<file path="src/rtl/nid_pkg.sv">
package nid_pkg;
  typedef enum logic [2:0] {
    ST_IDLE, ST_UNL1, ST_UNL2, ST_AUTO, ST_RD0, ST_RD1, ST_CAP, ST_EXIT
  } seq_st_t;

  localparam logic [1:0] FAM_NONE   = 2'd0;
  localparam logic [1:0] FAM_UNLOCK = 2'd1;
  localparam logic [1:0] FAM_STATUS = 2'd2;

  localparam logic [7:0] MFR_UNLOCK = 8'h01;
  localparam logic [7:0] MFR_STATUS = 8'h89;

  localparam logic [15:0] DEV_UNIFORM = 16'h22D7;
  localparam logic [15:0] DEV_B8_A    = 16'h88C1;
  localparam logic [15:0] DEV_B8_B    = 16'h8893;
  localparam logic [15:0] DEV_B16_A   = 16'h88C3;
  localparam logic [15:0] DEV_B16_B   = 16'h8891;
  localparam logic [15:0] DEV_B32_A   = 16'h88C5;
  localparam logic [15:0] DEV_B32_B   = 16'h8897;
  localparam logic [15:0] DEV_B64_A   = 16'h88CD;
  localparam logic [15:0] DEV_B64_B   = 16'h8899;

  localparam logic [7:0] CMD_UNL1     = 8'hAA;
  localparam logic [7:0] CMD_UNL2     = 8'h55;
  localparam logic [7:0] CMD_AUTOSEL  = 8'h90;
  localparam logic [7:0] CMD_RD_UNL   = 8'hF0;
  localparam logic [7:0] CMD_RD_STS   = 8'hFF;
endpackage

</file>
<file path="src/rtl/nid_classify.sv">
module nid_classify
  import nid_pkg::*;
#(
  parameter int DATA_W = 32
) (
  input  logic [7:0]        mfr_code,
  input  logic [DATA_W-1:0] dev_word,
  output logic              known,
  output logic [1:0]        family,
  output logic              boot,
  output logic [7:0]        count,
  output logic [31:0]       dev_bytes
);
  localparam int LANES = DATA_W / 16;

  logic [LANES-1:0] lane_eq;
  logic [1:0]       fam_m;
  logic             geo_hit;
  logic             geo_boot;
  logic [7:0]       geo_cnt;
  logic [31:0]      geo_bytes;

  assign lane_eq[0] = 1'b1;
  for (genvar g = 1; g < LANES; g++) begin : g_lane
    assign lane_eq[g] = (dev_word[g*16 +: 16] == dev_word[15:0]);
  end

  always_comb begin
    case (mfr_code)
      MFR_UNLOCK: fam_m = FAM_UNLOCK;
      MFR_STATUS: fam_m = FAM_STATUS;
      default:    fam_m = FAM_NONE;
    endcase
  end

  always_comb begin
    geo_hit   = 1'b1;
    geo_boot  = 1'b1;
    geo_cnt   = 8'd0;
    geo_bytes = 32'd0;
    case (dev_word[15:0])
      DEV_UNIFORM: begin geo_boot = 1'b0; geo_cnt = 8'd128; geo_bytes = 32'h0080_0000; end
      DEV_B8_A, DEV_B8_B:   begin geo_cnt = 8'd23;  geo_bytes = 32'h0010_0000; end
      DEV_B16_A, DEV_B16_B: begin geo_cnt = 8'd39;  geo_bytes = 32'h0020_0000; end
      DEV_B32_A, DEV_B32_B: begin geo_cnt = 8'd71;  geo_bytes = 32'h0040_0000; end
      DEV_B64_A, DEV_B64_B: begin geo_cnt = 8'd135; geo_bytes = 32'h0080_0000; end
      default: begin geo_hit = 1'b0; geo_boot = 1'b0; end
    endcase
  end

  always_comb begin
    known     = (fam_m != FAM_NONE) && geo_hit && (&lane_eq);
    family    = known ? fam_m : FAM_NONE;
    boot      = known && geo_boot;
    count     = known ? geo_cnt : 8'd0;
    dev_bytes = known ? geo_bytes : 32'd0;
  end
endmodule

</file>
<file path="src/rtl/nid_seq.sv">
module nid_seq
  import nid_pkg::*;
#(
  parameter int ADDR_W = 22,
  parameter int DATA_W = 32
) (
  input  logic              clk,
  input  logic              rst_n,
  input  logic              start_req,
  input  logic              known,
  input  logic [1:0]        family,
  output logic [ADDR_W-1:0] bus_addr,
  output logic [DATA_W-1:0] bus_wdata,
  output logic              bus_we,
  output logic              bus_re,
  input  logic [DATA_W-1:0] bus_rdata,
  output logic [7:0]        mfr_q,
  output logic [DATA_W-1:0] dev_q,
  output logic              load_en,
  output logic              done
);
  localparam int LANES = DATA_W / 16;
  localparam logic [ADDR_W-1:0] OFS_A = ADDR_W'(12'h555);
  localparam logic [ADDR_W-1:0] OFS_B = ADDR_W'(12'h2AA);

  seq_st_t st_q, st_d;
  logic    pend_q;
  logic    done_q;

  function automatic logic [DATA_W-1:0] rep(input logic [7:0] b);
    logic [DATA_W-1:0] w;
    for (int l = 0; l < LANES; l++) w[l*16 +: 16] = {8'h00, b};
    return w;
  endfunction

  always_comb begin
    st_d = st_q;
    case (st_q)
      ST_IDLE: if (pend_q || start_req) st_d = ST_UNL1;
      ST_UNL1: st_d = ST_UNL2;
      ST_UNL2: st_d = ST_AUTO;
      ST_AUTO: st_d = ST_RD0;
      ST_RD0:  st_d = ST_RD1;
      ST_RD1:  st_d = ST_CAP;
      ST_CAP:  st_d = ST_EXIT;
      default: st_d = ST_IDLE;
    endcase
  end

  always_ff @(posedge clk or negedge rst_n) begin
    if (!rst_n) begin
      st_q   <= ST_IDLE;
      pend_q <= 1'b1;
      done_q <= 1'b0;
    end else begin
      st_q   <= st_d;
      done_q <= (st_q == ST_EXIT);
      if (st_q == ST_UNL1) pend_q <= 1'b0;
    end
  end

  always_ff @(posedge clk or negedge rst_n) begin
    if (!rst_n) begin
      mfr_q <= 8'd0;
      dev_q <= '0;
    end else begin
      if (st_q == ST_RD1) mfr_q <= bus_rdata[7:0];
      if (st_q == ST_CAP) dev_q <= bus_rdata;
    end
  end

  always_comb begin
    bus_addr  = '0;
    bus_wdata = '0;
    bus_we    = 1'b0;
    bus_re    = 1'b0;
    case (st_q)
      ST_UNL1: begin bus_we = 1'b1; bus_addr = OFS_A; bus_wdata = rep(CMD_UNL1); end
      ST_UNL2: begin bus_we = 1'b1; bus_addr = OFS_B; bus_wdata = rep(CMD_UNL2); end
      ST_AUTO: begin bus_we = 1'b1; bus_addr = OFS_A; bus_wdata = rep(CMD_AUTOSEL); end
      ST_RD0:  begin bus_re = 1'b1; end
      ST_RD1:  begin bus_re = 1'b1; bus_addr = ADDR_W'(1); end
      ST_EXIT: begin
        bus_we    = known;
        bus_wdata = (family == FAM_STATUS) ? rep(CMD_RD_STS) : rep(CMD_RD_UNL);
      end
      default: ;
    endcase
  end

  assign load_en = (st_q == ST_EXIT);
  assign done    = done_q;
endmodule

</file>
<file path="src/rtl/nid_secmap.sv">
module nid_secmap #(
  parameter logic [31:0] BASE     = 32'h2000_0000,
  parameter int          SCALE_SH = 1
) (
  input  logic        valid,
  input  logic        boot,
  input  logic [7:0]  count,
  input  logic [7:0]  idx,
  output logic [31:0] addr,
  output logic        hit
);
  localparam int MAIN_SH  = 16 + SCALE_SH;
  localparam int SMALL_SH = 13 + SCALE_SH;

  logic [31:0] idx_w;
  logic [31:0] off;

  assign idx_w = {24'd0, idx};

  always_comb begin
    if (!valid)
      off = 32'd0;
    else if (boot && idx < 8'd8)
      off = idx_w << SMALL_SH;
    else if (boot)
      off = (idx_w - 32'd7) << MAIN_SH;
    else
      off = idx_w << MAIN_SH;
  end

  assign addr = BASE + off;
  assign hit  = valid && (idx < count);
endmodule

</file>
<file path="src/rtl/nor_id_probe.sv">
module nor_id_probe
  import nid_pkg::*;
#(
  parameter int          ADDR_W = 22,
  parameter int          DATA_W = 32,
  parameter logic [31:0] BASE   = 32'h2000_0000
) (
  input  logic              clk,
  input  logic              rst_n,
  input  logic              probe_req,
  output logic [ADDR_W-1:0] bus_addr,
  output logic [DATA_W-1:0] bus_wdata,
  output logic              bus_we,
  output logic              bus_re,
  input  logic [DATA_W-1:0] bus_rdata,
  output logic              probe_done,
  output logic              id_valid,
  output logic [1:0]        id_family,
  output logic              boot_map,
  output logic [7:0]        sect_count,
  output logic [31:0]       bank_bytes,
  input  logic [7:0]        q_index,
  output logic [31:0]       q_addr,
  output logic              q_hit
);
  localparam int SCALE_SH = (DATA_W > 16) ? 1 : 0;

  logic [7:0]        mfr_q;
  logic [DATA_W-1:0] dev_q;
  logic              load_en;
  logic              c_known, c_boot;
  logic [1:0]        c_fam;
  logic [7:0]        c_cnt;
  logic [31:0]       c_bytes;

  nid_seq #(.ADDR_W(ADDR_W), .DATA_W(DATA_W)) u_seq (
    .clk(clk), .rst_n(rst_n), .start_req(probe_req),
    .known(c_known), .family(c_fam),
    .bus_addr(bus_addr), .bus_wdata(bus_wdata), .bus_we(bus_we), .bus_re(bus_re),
    .bus_rdata(bus_rdata), .mfr_q(mfr_q), .dev_q(dev_q),
    .load_en(load_en), .done(probe_done)
  );

  nid_classify #(.DATA_W(DATA_W)) u_cls (
    .mfr_code(mfr_q), .dev_word(dev_q), .known(c_known), .family(c_fam),
    .boot(c_boot), .count(c_cnt), .dev_bytes(c_bytes)
  );

  always_ff @(posedge clk or negedge rst_n) begin
    if (!rst_n) begin
      id_valid   <= 1'b0;
      id_family  <= FAM_NONE;
      boot_map   <= 1'b0;
      sect_count <= 8'd0;
      bank_bytes <= 32'd0;
    end else if (load_en) begin
      id_valid   <= c_known;
      id_family  <= c_fam;
      boot_map   <= c_boot;
      sect_count <= c_cnt;
      bank_bytes <= c_bytes << SCALE_SH;
    end
  end

  nid_secmap #(.BASE(BASE), .SCALE_SH(SCALE_SH)) u_map (
    .valid(id_valid), .boot(boot_map), .count(sect_count),
    .idx(q_index), .addr(q_addr), .hit(q_hit)
  );
endmodule

</file>
<file path="config.mk">
export PLATFORM = sky130hd
export DESIGN_NAME = nor_id_probe
export DESIGN_NICKNAME = d
export VERILOG_FILES = /design/src/rtl/nid_pkg.sv /design/src/rtl/nid_classify.sv /design/src/rtl/nid_seq.sv /design/src/rtl/nid_secmap.sv /design/src/rtl/nor_id_probe.sv
export SDC_FILE = /design/constraint.sdc
export NUM_CORES = 1
export LEC_CHECK = 0
export BUFFER_PORTS_ARGS = -buffer_cell sky130_fd_sc_hd__buf_2
export CAP_MARGIN = 30
export CORE_ASPECT_RATIO = 2
export CORE_UTILIZATION = 47
export CTS_CLUSTER_DIAMETER = 200
export CTS_CLUSTER_SIZE = 12
export DETAILED_ROUTE_END_ITERATION = 8
export PLACE_DENSITY = 0.82
export SYNTH_ARGS = -nofsm -noshare
export SYNTH_HDL_FRONTEND = slang
export SYNTH_SLANG_ARGS = --single-unit
</file>
<file path="constraint.sdc">
create_clock -name clk -period 3 [get_ports clk]
set_clock_uncertainty 0.05 [all_clocks]
set_input_delay 0.45 -clock clk [delete_from_list [all_inputs] [get_ports clk]]
set_output_delay 0.45 -clock clk [all_outputs]
set_load 0.01 [all_outputs]
</file>
; After elaboration in Yosys (flattened, before gate mapping)
; Cells that the tools add are included.
[totals]
in_bits = 43
word_cells = 71
register_bits = 88
[classes]
muxes = 18
addsub = 2
n_reduce_logical = 18
n_eq_ne = 21
n_lt_le_gt_ge = 2
[ops]
columns = operator, count
row1 = "16-bit equality test, second input constant", 8
row2 = 32-bit one-hot mux with 4 select lines, 1
row3 = 32-bit two-way mux, 3
row4 = 24-bit one-hot mux with 4 select lines, 1
row5 = 8-bit one-hot mux with 5 select lines, 1
row6 = 11-bit one-hot mux with 3 select lines, 1
row7 = "30-bit by 32-bit adder with 32-bit output, first input constant", 1
row8 = 24-bit two-way mux, 1
row9 = 3-bit one-hot mux with 7 select lines, 1
row10 = 20-bit two-way mux, 1
row11 = "16-bit by 14-bit equality test with 1-bit output, second input constant", 1
row12 = 16-bit equality test, 1
row13 = "3-bit equality test, second input constant", 4
row14 = 2-bit OR reduction, 6
row15 = 9-bit OR reduction, 1
row16 = "8-bit by 3-bit subtractor with 9-bit output, second input constant", 1
row17 = "8-bit by 1-bit equality test with 1-bit output, second input constant", 1
row18 = "8-bit equality test, second input constant", 1
row19 = "8-bit by 4-bit less-than comparator with 1-bit output, second input constant", 1
row20 = 8-bit less-than comparator, 1
row21 = 8-bit two-way mux, 1
row22 = 8-bit OR reduction, 1
row23 = "3-bit by 2-bit equality test with 1-bit output, second input constant", 2
row24 = 3-bit OR reduction, 2
row25 = other kinds (12), 18

; Logic depth before layout (Yosys ltp)
[logic_depth]
word_depth = 9
mapped_depth = 8
ltp_nobuf = 7

; Modules after synthesis
; A second synthesis with hierarchy kept.
[unflattened]
cells_unflattened = 444
area_unflattened_um2 = 5451.5
[by_module_without_submodules]
columns = mod, seq_area_each_um2, cells_per_inst, area_per_inst_um2, n_inst
row1 = nid_seq, 1127.3, 167, 2265.9, 1
row2 = nor_id_probe, 1076.0, 93, 1813.0, 1
row3 = nid_classify, 0.0, 102, 790.8, 1
row4 = nid_secmap, 0.0, 82, 581.8, 1

; Worst setup path after synthesis
; OpenSTA, ideal clock, no wires.
[synth_path]
path_type = register to output
start = register u_seq.st_q[0]
end = output bus_wdata[17]
t_arrival_ns = 1.960
path_stages_with_launch = 9
slack_ns = 0.540
t_required_ns = 2.500
path_cell_list = dfrtp_1 -> ha_1 -> nand2_4 -> clkinv_2 -> nand4b_1 -> nor4_4 -> nand3_1 -> o21ai_1 -> buf_4
[synth_between]
elab_chain_len = 2
word_cells_on_any_way = 5
[synth_lines]
columns = element, line_no
row1 = "start, declared", nid_seq.sv:26  ; seq_st_t st_q, st_d;
row2 = "start signal, assigned", nid_seq.sv:56  ; st_q <= st_d;
row3 = 3-bit equality test, n/a
row4 = named net load_en, nor_id_probe.sv:30  ; logic load_en;
row5 = 32-bit one-hot mux with 4 select lines, nid_seq.sv:77  ; case (st_q)
row6 = "end, declared", nor_id_probe.sv:12  ; output logic [DATA_W-1:0] bus_wdata,
; The timed path passes the listed nets, and every way through them passes these cells.

; Final worst setup path
[layout_path]
start = register u_seq.st_q[0]
end = output bus_wdata[2]
; Same word-level chain as after synthesis.

==> impl_metrics.env <==
export IMPL_status="finished clean"
export IMPL_core_area_um2=7890
export IMPL_fp_row_count=46
export IMPL_worst_slew_pin_slew_ns=0.789
export IMPL_reg2regPathDepth=7
export IMPL_clk_pin_slew_worst_paths_ns=0.05
export IMPL_ir_drop_mv=0.528
export IMPL_antenna_found_initial=0
export IMPL_synthToLayoutAreaGrowth_pct=12.3
export IMPL_ys_seq_area_share_pct=38.3
export IMPL_fmax_ghz=0.354
export IMPL_crit_path_end="bus_wdata[2]"
export IMPL_drt_iter0_markers=65
export IMPL_synth_distinct_cells=45
export IMPL_dieArea_um2=8450
export IMPL_synth_top_area_cell="dfrtp_1"
export IMPL_power_w=0.00395
export IMPL_clock_latency_ns=0.32
export IMPL_grt_pass1_wl_mm=12.0
export IMPL_synth_warnings=0
export IMPL_place_hpwl_mm=6.57
export IMPL_cts_hold_buf=0
export IMPL_rrSetupSlack_ns=0.94
export IMPL_cts_root_buf="clkbuf_16"
export IMPL_drive_gt1_share_pct=36.1
export IMPL_fp_dieH_um=129
export IMPL_critPathCaptureType="output port"
export IMPL_post_route_min_period_ns=2.83
export IMPL_firstDrtPassIters=4
export IMPL_drc=0
export IMPL_globalplace_congestion=0.842
export IMPL_ys_top_cells_by_area="dfrtp_1 38%, buf_4 19%, mux2_2 12%, xnor2_1 4.2%, ha_1 4.0%"
export IMPL_cts_setup_buffers=0
export IMPL_place_inst=546
export IMPL_max_cap_violations=0
export IMPL_drtAntennaViolNets=0
export IMPL_critPathLaunch="u_seq.st_q[0]$_DFFE_PN0P_"
export IMPL_synth_ff_latch_count=58
export IMPL_hold_path_class="in2async"
export IMPL_avgSynthCellArea_um2=10.1
export IMPL_fin_nets=516
export IMPL_wl_per_cell_um=14.3
export IMPL_start_util_pct=48.1
export IMPL_h_tree_depth=3
export IMPL_ios=177
export IMPL_num_vias=2706
export IMPL_grt_pass1_vias=2527
export IMPL_power_leakage_nw=2.18
export IMPL_cts_made_buffers=9
export IMPL_clock_path_buffers=2
export IMPL_vias_per_cell=4.81
export IMPL_regArea_um2=1450
export IMPL_die_x_um=65.5
export IMPL_crit_fanout=10
export IMPL_finalSetupViolCount=0
export IMPL_crit_required_ns=2.50
export IMPL_ctsResizeCount=0
export IMPL_startpoint_type="register"
export IMPL_clock_sinks=58
export IMPL_synth_cells=374
export IMPL_fillerInstances=726
export IMPL_antenna_cells_inserted=0
export IMPL_io_buffers=99
export IMPL_gr_total_overflow=0
export IMPL_fin_crit_sh_pct=94.2
export IMPL_slew_headroom_pct=47.4
export IMPL_synth_area_um2=3790
export IMPL_synth_top_area_share_pct=37.6
export IMPL_r2r_end="sect_count[6]$_DFFE_PN0P_"
export IMPL_rsz0062_at_grt="false"
export IMPL_critical_path_class="reg2out"
export IMPL_grt_max_degree=37
export IMPL_setup_tns_ns=0
export IMPL_power_density_nw_per_um2=927
export IMPL_cts_tree="built"
export IMPL_arrival_ns=2.33
export IMPL_wl_mm=8.05
export IMPL_slew_violations=0
export IMPL_grt_use_total_pct=19.5
export IMPL_multiInputGateArea_um2=1840
export IMPL_worstReg2RegStart="u_seq.st_q[0]$_DFFE_PN0P_"
export IMPL_finalNonFillerCells=562
export IMPL_final_hold_violation_count=0
-- per-layer routing --
layer  routed length, µm  GRT usage (%)  vias to the layer above
met5                   0              0                        -
met4                 243           9.59                        0
met3                 416           4.75                       16
met2                4710           38.8                      142
met1                2680           17.3                     1280
li1                    -              -                     1268
-- critical path, cell delays in order (launching register included) --
cell and delay (ns):
dfrtp_1 0.42, ha_2 0.27, nand2_4 0.11, clkinv_2 0.14, nand4b_1 0.15, nor4_4 0.37
o2111ai_1 0.25, nand2_2 0.16, buf_2 0.14
-- worst min path at each step --
stage                                 endpoint  slack, ns  depth (start not counted)                        from
global route        u_seq.mfr_q[5]$_DFFE_PN0P_       0.22                          1                       rst_n
floorplan           bank_bytes[21]$_DFFE_PN0P_       0.10                          0                       rst_n
detailed placement  bank_bytes[21]$_DFFE_PN0P_       0.42                          2  bank_bytes[21]$_DFFE_PN0P_
CTS                 u_seq.mfr_q[5]$_DFFE_PN0P_       0.18                          1                       rst_n
global placement    bank_bytes[23]$_DFFE_PN0P_       0.42                          2  bank_bytes[23]$_DFFE_PN0P_
finish              u_seq.mfr_q[5]$_DFFE_PN0P_       0.16                          1                       rst_n
-- per-stage QoR --
stage	area, µm²	hold WS [ns]	util, %	setup slack (ns)
finish	4260	0.164	54.0	0.173
global route	4260	0.216	54.0	0.0266
CTS	4250	0.176	53.9	0.0192
detailed placement	3960	0.422	50.3	0.362
global placement	3960	0.424	50.3	0.485
floorplan	4070	0.104	-	0.540
-- final cells by class --
type / count / share of cell area, %
timing repair buffer: 102 / 12.2
clock buffer: 14 / 6.44
tap: 96 / 2.82
multi-input combinational: 280 / 43.3
sequential: 58 / 34.1
inverter: 10 / 0.911
clock inverter: 2 / 0.235
-- cells in the final DEF (no fill, tap or decap), types with 3 or more instances in the layout --
master,instances
and4b_1,3
nand3_1,8
and2_1,4
mux2_2,41
dfrtp_1,57
buf_4,3
nand3b_1,3
a21oi_1,5
nand2b_1,9
clkbuf_8,3
nor3_1,3
ha_1,11
o21ai_1,10
buf_2,99
clkinv_2,3
xor2_1,5
clkbuf_16,9
and3_1,3
nand4_1,4
conb_1,77
xnor2_1,18
nor2_1,17
nand2_1,27
inv_1,9
-- report_power, final --
part / total, W / internal [W] / leakage [nW] / switching, W
combinational: 0.00158 / 0.000791 / 1.33 / 0.000785
sequential: 0.00142 / 0.00110 / 0.707 / 0.000329
clock: 0.000947 / 0.000622 / 0.143 / 0.000325
total: 0.00395 / 0.00251 / 2.18 / 0.00144
-- Yosys cell counts, drive strengths merged --
| cell type | n |
|---|---|
| nand3b | 3 |
| o211ai | 1 |
| o2111ai | 1 |
| mux2i | 2 |
| a211oi | 1 |
| nand2b | 9 |
| nor2 | 17 |
| clkinv | 1 |
| and4b | 3 |
| dfrtp | 57 |
| conb | 2 |
| a21oi | 5 |
| o21a | 1 |
| and3b | 2 |
| buf | 101 |
| dfstp | 1 |
| nor4 | 3 |
| inv | 9 |
| nor3b | 2 |
| a21o | 2 |
| xor2 | 5 |
| nor4bb | 1 |
| or3b | 1 |
| nand4b | 1 |
| ha | 12 |
| mux2 | 41 |
| o22ai | 2 |
| a31oi | 2 |
| nand3 | 8 |
| nand2 | 30 |
| xnor2 | 18 |
| nand4 | 4 |
| nor3 | 4 |
| o32ai | 1 |
| or4 | 1 |
| and2 | 4 |
| and3 | 3 |
| o21ai | 13 |
-- cell families after synthesis --
family                   synth area share (%)
buffers and inverters                    20.7
AND/OR/NAND/NOR                          14.0
flip-flops                               38.3
multiplexers                             12.7
AO/OA/AOI/OAI                            4.79
XOR/XNOR                                 5.31
adder cells (fa/ha/maj)                  3.96
other                                   0.198
-- sequential cells by signal (all words and copies together) (netlist names) --
signal,flops
id_valid,1
u_seq.mfr_q,8
u_seq.dev_q,32
u_seq.st_q,3
id_family,2
u_seq.pend_q,1
boot_map,1
bank_bytes,4
u_seq.done,1
sect_count,5
Note: power is estimated with default switching activity, not from simulation.
